--- config.mk ---
export PLATFORM = sky130hd
export DESIGN_NAME = settle_filt
export DESIGN_NICKNAME = d
export VERILOG_FILES = /design/src/rtl/settle_filt_pkg.sv /design/src/rtl/settle_delay_line.sv /design/src/rtl/settle_fir.sv /design/src/rtl/settle_avg.sv /design/src/rtl/settle_ctrl.sv /design/src/rtl/settle_filt.sv
export SDC_FILE = /design/constraint.sdc
export NUM_CORES = 2
export LEC_CHECK = 0
export BUFFER_PORTS_ARGS = -buffer_cell sky130_fd_sc_hd__clkbuf_2
export CAP_MARGIN = 25
export CORE_MARGIN = 3
export CORE_UTILIZATION = 60
export CTS_CLUSTER_SIZE = 20
export DETAILED_ROUTE_END_ITERATION = 6
export PLACE_DENSITY_LB_ADDON = 0.2
export SYNTH_ARGS = -nofsm -noshare
export SYNTH_HDL_FRONTEND = slang
export SYNTH_SLANG_ARGS = --single-unit
--- constraint.sdc ---
create_clock -name clk -period 13.75 [get_ports clk]
set_clock_uncertainty 0.05 [all_clocks]
set_input_delay 1.375 -clock clk [delete_from_list [all_inputs] [get_ports clk]]
set_output_delay 1.375 -clock clk [all_outputs]
set_load 0.02 [all_outputs]
--- src/rtl/settle_filt_pkg.sv ---
package settle_filt_pkg;

  localparam int TAPS    = 16;
  localparam int HALF    = TAPS / 2;
  localparam int COEF_W  = 6;
  localparam int COEF_SH = 7;
  localparam int AVG_LG  = $clog2(TAPS);

  typedef enum logic [1:0] {
    MODE_FIR = 2'd0,
    MODE_AVG = 2'd1,
    MODE_BYP = 2'd2
  } mode_e;

  // Mirrored low-pass weights, total 128 for unity gain at DC.
  function automatic logic signed [COEF_W-1:0] fir_weight(input int idx);
    int m;
    m = (idx < HALF) ? idx : (TAPS - 1 - idx);
    case (m)
      0:       return 6'sd1;
      1:       return 6'sd2;
      2:       return 6'sd4;
      3:       return 6'sd6;
      4:       return 6'sd9;
      5:       return 6'sd12;
      6:       return 6'sd14;
      7:       return 6'sd16;
      default: return 6'sd0;
    endcase
  endfunction

endpackage

--- src/rtl/settle_delay_line.sv ---
module settle_delay_line #(
  parameter int DW   = 16,
  parameter int TAPS = 16
) (
  input  logic                     clk,
  input  logic                     rst_n,
  input  logic                     shift_en,
  input  logic [DW-1:0]            din,
  output logic [TAPS-1:0][DW-1:0]  win_o,
  output logic                     full_o
);
  localparam int FW = $clog2(TAPS + 1);

  logic [TAPS-1:0][DW-1:0] line_q, line_d;
  logic [FW-1:0]           fill_q, fill_d;

  // Window as it will look once this word is shifted in.
  always_comb begin
    line_d[0] = din;
    for (int i = 1; i < TAPS; i++) line_d[i] = line_q[i-1];
    fill_d = (fill_q == FW'(TAPS)) ? fill_q : fill_q + FW'(1);
  end

  assign win_o  = line_d;
  assign full_o = (fill_d == FW'(TAPS));

  always_ff @(posedge clk or negedge rst_n) begin
    if (!rst_n) begin
      line_q <= '0;
      fill_q <= '0;
    end else if (shift_en) begin
      line_q <= line_d;
      fill_q <= fill_d;
    end
  end

  p_fill_cap_r9: assert property (@(posedge clk) disable iff (!rst_n)
    fill_q <= FW'(TAPS));

  p_fill_hold_r9: assert property (@(posedge clk) disable iff (!rst_n)
    !shift_en |=> $stable(fill_q));

endmodule

--- src/rtl/settle_fir.sv ---
module settle_fir
  import settle_filt_pkg::*;
#(
  parameter int DW = 16
) (
  input  logic [TAPS-1:0][DW-1:0] win_i,
  output logic [DW+COEF_W+4:0]    acc_rnd_o
);
  localparam int ACC_W = DW + COEF_W + 5;

  logic signed [ACC_W-1:0] prod [HALF];

  // Symmetric pairs are added first, then weighted once per pair.
  for (genvar g = 0; g < HALF; g++) begin : g_pair
    logic signed [ACC_W-1:0] pre;
    logic signed [ACC_W-1:0] wt;
    assign pre     = ACC_W'($signed(win_i[g])) + ACC_W'($signed(win_i[TAPS-1-g]));
    assign wt      = ACC_W'(fir_weight(g));
    assign prod[g] = pre * wt;
  end

  logic signed [ACC_W-1:0] acc;
  always_comb begin
    acc = '0;
    for (int i = 0; i < HALF; i++) acc = acc + prod[i];
  end

  logic signed [ACC_W-1:0] rnd;
  assign rnd       = (acc + ACC_W'(1 << (COEF_SH - 1))) >>> COEF_SH;
  assign acc_rnd_o = rnd;

endmodule

--- src/rtl/settle_avg.sv ---
module settle_avg
  import settle_filt_pkg::*;
#(
  parameter int DW = 16
) (
  input  logic [TAPS-1:0][DW-1:0] win_i,
  input  logic [2:0]              lg_i,
  output logic [DW-1:0]           avg_o
);
  localparam int SW = DW + AVG_LG + 1;

  logic signed [SW-1:0] psum [TAPS];

  // Running prefix sums: psum[i] covers the newest i+1 words.
  assign psum[0] = SW'($signed(win_i[0]));
  for (genvar g = 1; g < TAPS; g++) begin : g_prefix
    assign psum[g] = psum[g-1] + SW'($signed(win_i[g]));
  end

  logic signed [SW-1:0] picked;
  logic signed [SW-1:0] shifted;
  always_comb begin
    int sel;
    sel = (1 << int'(lg_i)) - 1;
    if (sel > TAPS - 1) sel = TAPS - 1;
    picked  = psum[sel];
    shifted = picked >>> lg_i;
  end

  assign avg_o = shifted[DW-1:0];

endmodule

--- src/rtl/settle_ctrl.sv ---
module settle_ctrl
  import settle_filt_pkg::*;
#(
  parameter int AVG_SPAN = 32
) (
  input  logic       clk,
  input  logic       rst_n,
  input  logic       in_valid,
  input  logic       bypass,
  input  logic       step_hit,
  output mode_e      mode_n_o,
  output logic [2:0] lg_o
);
  localparam int CW = $clog2(AVG_SPAN + 1);

  mode_e         mode_q, mode_d;
  logic [CW-1:0] cnt_q, cnt_d;
  logic [2:0]    lg_d;

  always_comb begin
    mode_d = mode_q;
    cnt_d  = cnt_q;
    if (bypass) begin
      mode_d = MODE_BYP;
      cnt_d  = '0;
    end else if (step_hit) begin
      mode_d = MODE_AVG;
      cnt_d  = CW'(1);
    end else if (mode_q == MODE_AVG) begin
      if (cnt_q == CW'(AVG_SPAN)) begin
        mode_d = MODE_FIR;
        cnt_d  = '0;
      end else begin
        cnt_d  = cnt_q + CW'(1);
      end
    end else begin
      mode_d = MODE_FIR;
      cnt_d  = '0;
    end
  end

  // Window length: largest power of two not above the count.
  always_comb begin
    lg_d = 3'd0;
    for (int b = 1; b <= AVG_LG; b++) begin
      if (int'(cnt_d) >= (1 << b)) lg_d = 3'(b);
    end
  end

  assign mode_n_o = mode_d;
  assign lg_o     = lg_d;

  always_ff @(posedge clk or negedge rst_n) begin
    if (!rst_n) begin
      mode_q <= MODE_FIR;
      cnt_q  <= '0;
    end else if (in_valid) begin
      mode_q <= mode_d;
      cnt_q  <= cnt_d;
    end
  end

  p_span_r7: assert property (@(posedge clk) disable iff (!rst_n)
    (mode_q == MODE_AVG) |-> (cnt_q >= CW'(1) && cnt_q <= CW'(AVG_SPAN)));

  p_restart_r6: assert property (@(posedge clk) disable iff (!rst_n)
    (in_valid && !bypass && step_hit) |=> (mode_q == MODE_AVG && cnt_q == CW'(1)));

  p_idle_hold_r10: assert property (@(posedge clk) disable iff (!rst_n)
    !in_valid |=> ($stable(mode_q) && $stable(cnt_q)));

endmodule

--- src/rtl/settle_filt.sv ---
module settle_filt
  import settle_filt_pkg::*;
#(
  parameter int DW       = 16,
  parameter int AVG_SPAN = 32
) (
  input  logic          clk,
  input  logic          rst_n,
  input  logic          in_valid,
  input  logic [DW-1:0] in_data,
  input  logic          bypass,
  input  logic [DW-1:0] step_thr,
  output logic          out_valid,
  output logic [DW-1:0] out_data,
  output logic [1:0]    out_mode,
  output logic          out_settling
);
  localparam int ACC_W = DW + COEF_W + 5;

  logic [TAPS-1:0][DW-1:0] win;
  logic                    full;
  logic [ACC_W-1:0]        fir_wide;
  logic [DW-1:0]           fir_y;
  logic [DW-1:0]           avg_y;
  logic [2:0]              lg;
  mode_e                   mode_n;
  logic                    step_hit;

  logic                    vld_q;
  logic [DW-1:0]           data_q, data_d;
  mode_e                   mode_q;
  logic                    settle_q;

  settle_delay_line #(.DW(DW), .TAPS(TAPS)) u_line (
    .clk      (clk),
    .rst_n    (rst_n),
    .shift_en (in_valid),
    .din      (in_data),
    .win_o    (win),
    .full_o   (full)
  );

  settle_fir #(.DW(DW)) u_fir (
    .win_i     (win),
    .acc_rnd_o (fir_wide)
  );
  assign fir_y = fir_wide[DW-1:0];

  settle_avg #(.DW(DW)) u_avg (
    .win_i (win),
    .lg_i  (lg),
    .avg_o (avg_y)
  );

  // Step test against the last emitted result.
  logic signed [DW:0] diff;
  logic        [DW:0] mag;
  assign diff     = (DW+1)'($signed(in_data)) - (DW+1)'($signed(data_q));
  assign mag      = diff[DW] ? (~diff + (DW+1)'(1)) : diff;
  assign step_hit = !bypass && (mag > {1'b0, step_thr});

  settle_ctrl #(.AVG_SPAN(AVG_SPAN)) u_ctrl (
    .clk      (clk),
    .rst_n    (rst_n),
    .in_valid (in_valid),
    .bypass   (bypass),
    .step_hit (step_hit),
    .mode_n_o (mode_n),
    .lg_o     (lg)
  );

  always_comb begin
    case (mode_n)
      MODE_BYP: data_d = in_data;
      MODE_AVG: data_d = avg_y;
      default:  data_d = fir_y;
    endcase
  end

  always_ff @(posedge clk or negedge rst_n) begin
    if (!rst_n) begin
      vld_q <= 1'b0;
    end else begin
      vld_q <= in_valid;
    end
  end

  always_ff @(posedge clk or negedge rst_n) begin
    if (!rst_n) begin
      data_q   <= '0;
      mode_q   <= MODE_FIR;
      settle_q <= 1'b0;
    end else if (in_valid) begin
      data_q   <= data_d;
      mode_q   <= mode_n;
      settle_q <= !full;
    end
  end

  assign out_valid    = vld_q;
  assign out_data     = data_q;
  assign out_mode     = mode_q;
  assign out_settling = settle_q;

  p_lat_r2: assert property (@(posedge clk) disable iff (!rst_n)
    in_valid |=> out_valid);

  p_quiet_r2: assert property (@(posedge clk) disable iff (!rst_n)
    !in_valid |=> !out_valid);

  p_hold_r10: assert property (@(posedge clk) disable iff (!rst_n)
    !in_valid |=> ($stable(out_data) && $stable(out_mode)));

  p_pass_r8: assert property (@(posedge clk) disable iff (!rst_n)
    (in_valid && bypass) |=> (out_data == $past(in_data) && out_mode == MODE_BYP));

  p_step_r4: assert property (@(posedge clk) disable iff (!rst_n)
    (in_valid && step_hit) |=> (out_mode == MODE_AVG && out_data == $past(in_data)));

  p_fir_fits_r3: assert property (@(posedge clk) disable iff (!rst_n)
    in_valid |-> ((&fir_wide[ACC_W-1:DW-1]) || !(|fir_wide[ACC_W-1:DW-1])));

endmodule

==> implementation parameters <==
Parameter                              Value

Routing
  Total via count after detailed routing ... 35,200
  Overall routed net length ... 126,000 µm
  Post-detailed-route via-to-cell ratio ... 6.07
  Post-DRT Antenna Nets ... 0
  TritonRoute pass-1 iters ... 5
  Final routed wire length divided by cell count ... 21.7 µm
  Iteration-0 DRC count of the detailed router ... 2,672
  Drt drc ... 0

Hold path
  Min-Delay Path Depth ... 1
  Worst Hold End ... u_line.fill_q[3]
  Startpoint of the lowest-slack hold path ... u_line.fill_q[3]
  Class of the worst hold path ... reg2reg

Logic synthesis
  Net count after synthesis ... 5,110
  Synth async-reset ratio ... 1.00
  Post-synthesis sequential area ratio ... 0.178
  Top flip-flop cell by instance count after synthesis ... dfrtp_1
  Number of enable-type register cells in the synthesized netlist ... 0
  Synth cell types ... 88
  Number of warnings issued by yosys ... 0
  Post-synthesis sequential element count ... 271
  Average footprint of a synthesized cell ... 8.94 µm²
  Mapped Cells ... 4,251
  Cell Area, Synth ... 38,000 µm²

Placement
  Dpl hpwl ... 99,300 µm
  Gp weighted congestion ... 1.01
  Total instance count after detailed placement ... 5,652
  Total of buffers placed on input and output ports ... 55
  Minimum setup slack after placement ... -2.03 ns

STA
  Final clock period utilization by the worst path ... 1.08
  Number of hold violations in the final report ... 0
  Slew of the pin with the lowest slew margin ... 1.06 ns
  PnR worst setup slack ... -1.15 ns
  Final critical-path required period ... 14.90 ns
  Setup total negative slack ... -6.09 ns
  Unrepaired setup endpoints after global routing ... true
  Slew headroom ... 0.285
  Max Slew Vio Count ... 0
  Total of endpoints with negative setup slack in the final report ... 9
  F_max ... 0.0671 GHz

Worst setup path
  Destination of the worst register-to-register timing path ... out_data[15]
  Crit path max fanout ... 6
  Critical path class ... in2reg
  Top cell family by delay on the critical path ... adder cells
  Reg-to-reg slack, setup ... -0.67 ns
  Data required time at the worst endpoint ... 14.09 ns
  Critical path capture point type ... flop
  Crit path max-delay cell type ... fa_2
  Number of cells on the worst reg-to-reg path ... 74
  Crit-path most repeated cell ... ha_1
  Reg2reg start ... u_line.win_o[16]
  Worst Path Arrival ... 15.24 ns
  Worst path buffer plus inverter count ... 11
  Critical path's largest stage delay ... 0.57 ns
  Kind of start point of the critical path ... primary input

Floorplan
  Vertical die dimension ... 258 µm
  Num ports ... 56
  Area of the placeable core ... 62,200 µm²
  Number of cell rows ... 91
  Starting utilization of the core area ... 0.611
  Die Wd ... 258 µm
  Overall die area ... 66,400 µm²

Finish
  Number of nets at the end of the flow ... 5,797
  Top library cells by usage in the layout, fill and taps aside ... 631 x buf_4, 614 x ha_1, 402 x inv_1
  Area grow syn2layout ... 23.0%
  Most common library cell in the layout ignoring fill and taps ... buf_4
  Share of final-layout standard cells stronger than drive strength 1 ... 0.259
  Count of placed standard cells in the final layout, fillers left out ... 5,799

Global routing
  Remaining global-route overflow ... 0
  Global-route usage over all layers ... 0.375
  Via count of the first global-routing pass ... 36,100
  Pin count of the biggest net entering global routing ... 108
  Wire length of the first global-routing pass ... 195,000 µm
  Number of antenna violations at the first check in global routing ... 5

Clock network
  Clock sinks ... 271
  Clock latency on the worst-skew pair ... 0.58 ns
  Clock root buffer ... clkbuf_16
  H-tree Lvls ... 2
  Longest Clk Path Bufs ... 3
  Post-CTS Hold Buffers ... 0
  Clock-pin slew on the worst setup and hold paths ... 0.06 ns
  Clock tree from TritonCTS ... yes
  Number of buffers created by CTS ... 38

Status
  Run status ... finished, violations left
  Violations in the final reports ... negative setup slack

Flow run
  Max-cap violations ... 0
[Yosys cell counts (13+ instances only)]
cell type / instances / area (µm²)
o2111ai_1: 13 / 114
a21boi_0: 35 / 263
nor2b_1: 70 / 438
clkbuf_1: 49 / 184
o21a_1: 61 / 458
dfrtp_1: 271 / 6780
o21bai_1: 44 / 330
o21ai_0: 199 / 996
ha_1: 653 / 8170
or3_1: 37 / 231
o211ai_1: 30 / 225
nand3_1: 81 / 405
a21oi_1: 295 / 1480
nand4_1: 14 / 87.6
a211oi_1: 41 / 308
o31ai_1: 15 / 113
o41ai_1: 17 / 149
nand2b_1: 43 / 269
mux2_2: 233 / 2620
a31oi_1: 36 / 225
nor2_1: 333 / 1250
fa_1: 170 / 3400
xnor2_1: 305 / 2670
o22ai_1: 15 / 93.8
and3_1: 31 / 194
inv_1: 405 / 1520
nand2_1: 214 / 803
a21o_1: 94 / 706
nor3_1: 109 / 546
a31o_2: 14 / 123
xor2_1: 111 / 972
a211o_1: 15 / 131
and2_1: 19 / 119
[stage by stage]
step | hold WS [ns] | utilization | instance area (µm²)
2_1_floorplan | 0.417 | - | 38200
3_3_place_gp | 0.438 | 0.699 | 43500
3_5_place_dp | 0.465 | 0.700 | 43500
4_1_cts | 0.474 | 0.748 | 46500
5_1_grt | 0.482 | 0.752 | 46800
6_report | 0.477 | 0.752 | 46800
[cells by family (layout without fill, tap and decap cells)]
| group | Yosys count | count (layout) | synth area share |
|---|---|---|---|
| adder cells (fa/ha/maj) | 823 | 823 | 0.305 |
| buffers and inverters | 458 | 1168 | 0.0457 |
| flip-flops | 271 | 271 | 0.178 |
| XOR/XNOR | 417 | 417 | 0.0965 |
| multiplexers | 238 | 238 | 0.0704 |
| other | 0 | 1 | 0 |
| AO/OA/AOI/OAI | 1043 | 1043 | 0.180 |
| AND/OR/NAND/NOR | 1001 | 1001 | 0.124 |
[worst max-delay path by stage]
stage,start,to,cells past startpoint
after detailed placement,in_data[0],out_data[15],69
final,in_data[0],out_data[15],75
after global placement,in_data[0],out_data[15],71
after floorplan,in_data[0],out_data[15],67
after global routing,in_data[0],out_data[15],78
after CTS,in_data[0],out_data[15],73
[layer usage]
metal,vias to the layer above,GRT usage,part of all wire
met2,1235,0.644,0.47
met3,334,0.0509,0.068
met5,-,0,0.00013
li1,16500,-,-
met1,17100,0.475,0.41
met4,2,0.155,0.046
[timing repair]
action / 4_1_cts / 5_1_grt
endpoints found under the setup margin: 9 / 11
resized for setup: 256 / 43
setup buffers: 75 / 7
pin swaps: 212 / 36
[registers in the layout (all words and copies together) (netlist names)]
signal	flops
u_line.win_o	240
out_data	16
u_ctrl.cnt_q	6
u_line.fill_q	5
u_ctrl.mode_q	2
out_settling	1
out_valid	1
[worst register-to-register path: cells and delay by family, from the launching register on]
kind                     cells  cell delay, ns
buffers and inverters       10            1.33
AO/OA/AOI/OAI               19            2.91
AND/OR/NAND/NOR             16            2.34
XOR/XNOR                    13            2.01
adder cells (fa/ha/maj)     16            5.19
flip-flops                   1            0.42
[layout make-up]
type / count / area, µm²
clock inverters: 13 / 149
well taps: 837 / 1050
repair buffers: 700 / 5200
inverters: 405 / 1520
diodes: 1 / 2.50
clock buffers: 50 / 1060
flip-flops and latches: 271 / 6780
multi-input cells: 3522 / 31000
fillers: 4434 / 15400
Power is not shown: default switching activity piles up to over one toggle a cycle in this logic, so the estimate is an artifact.
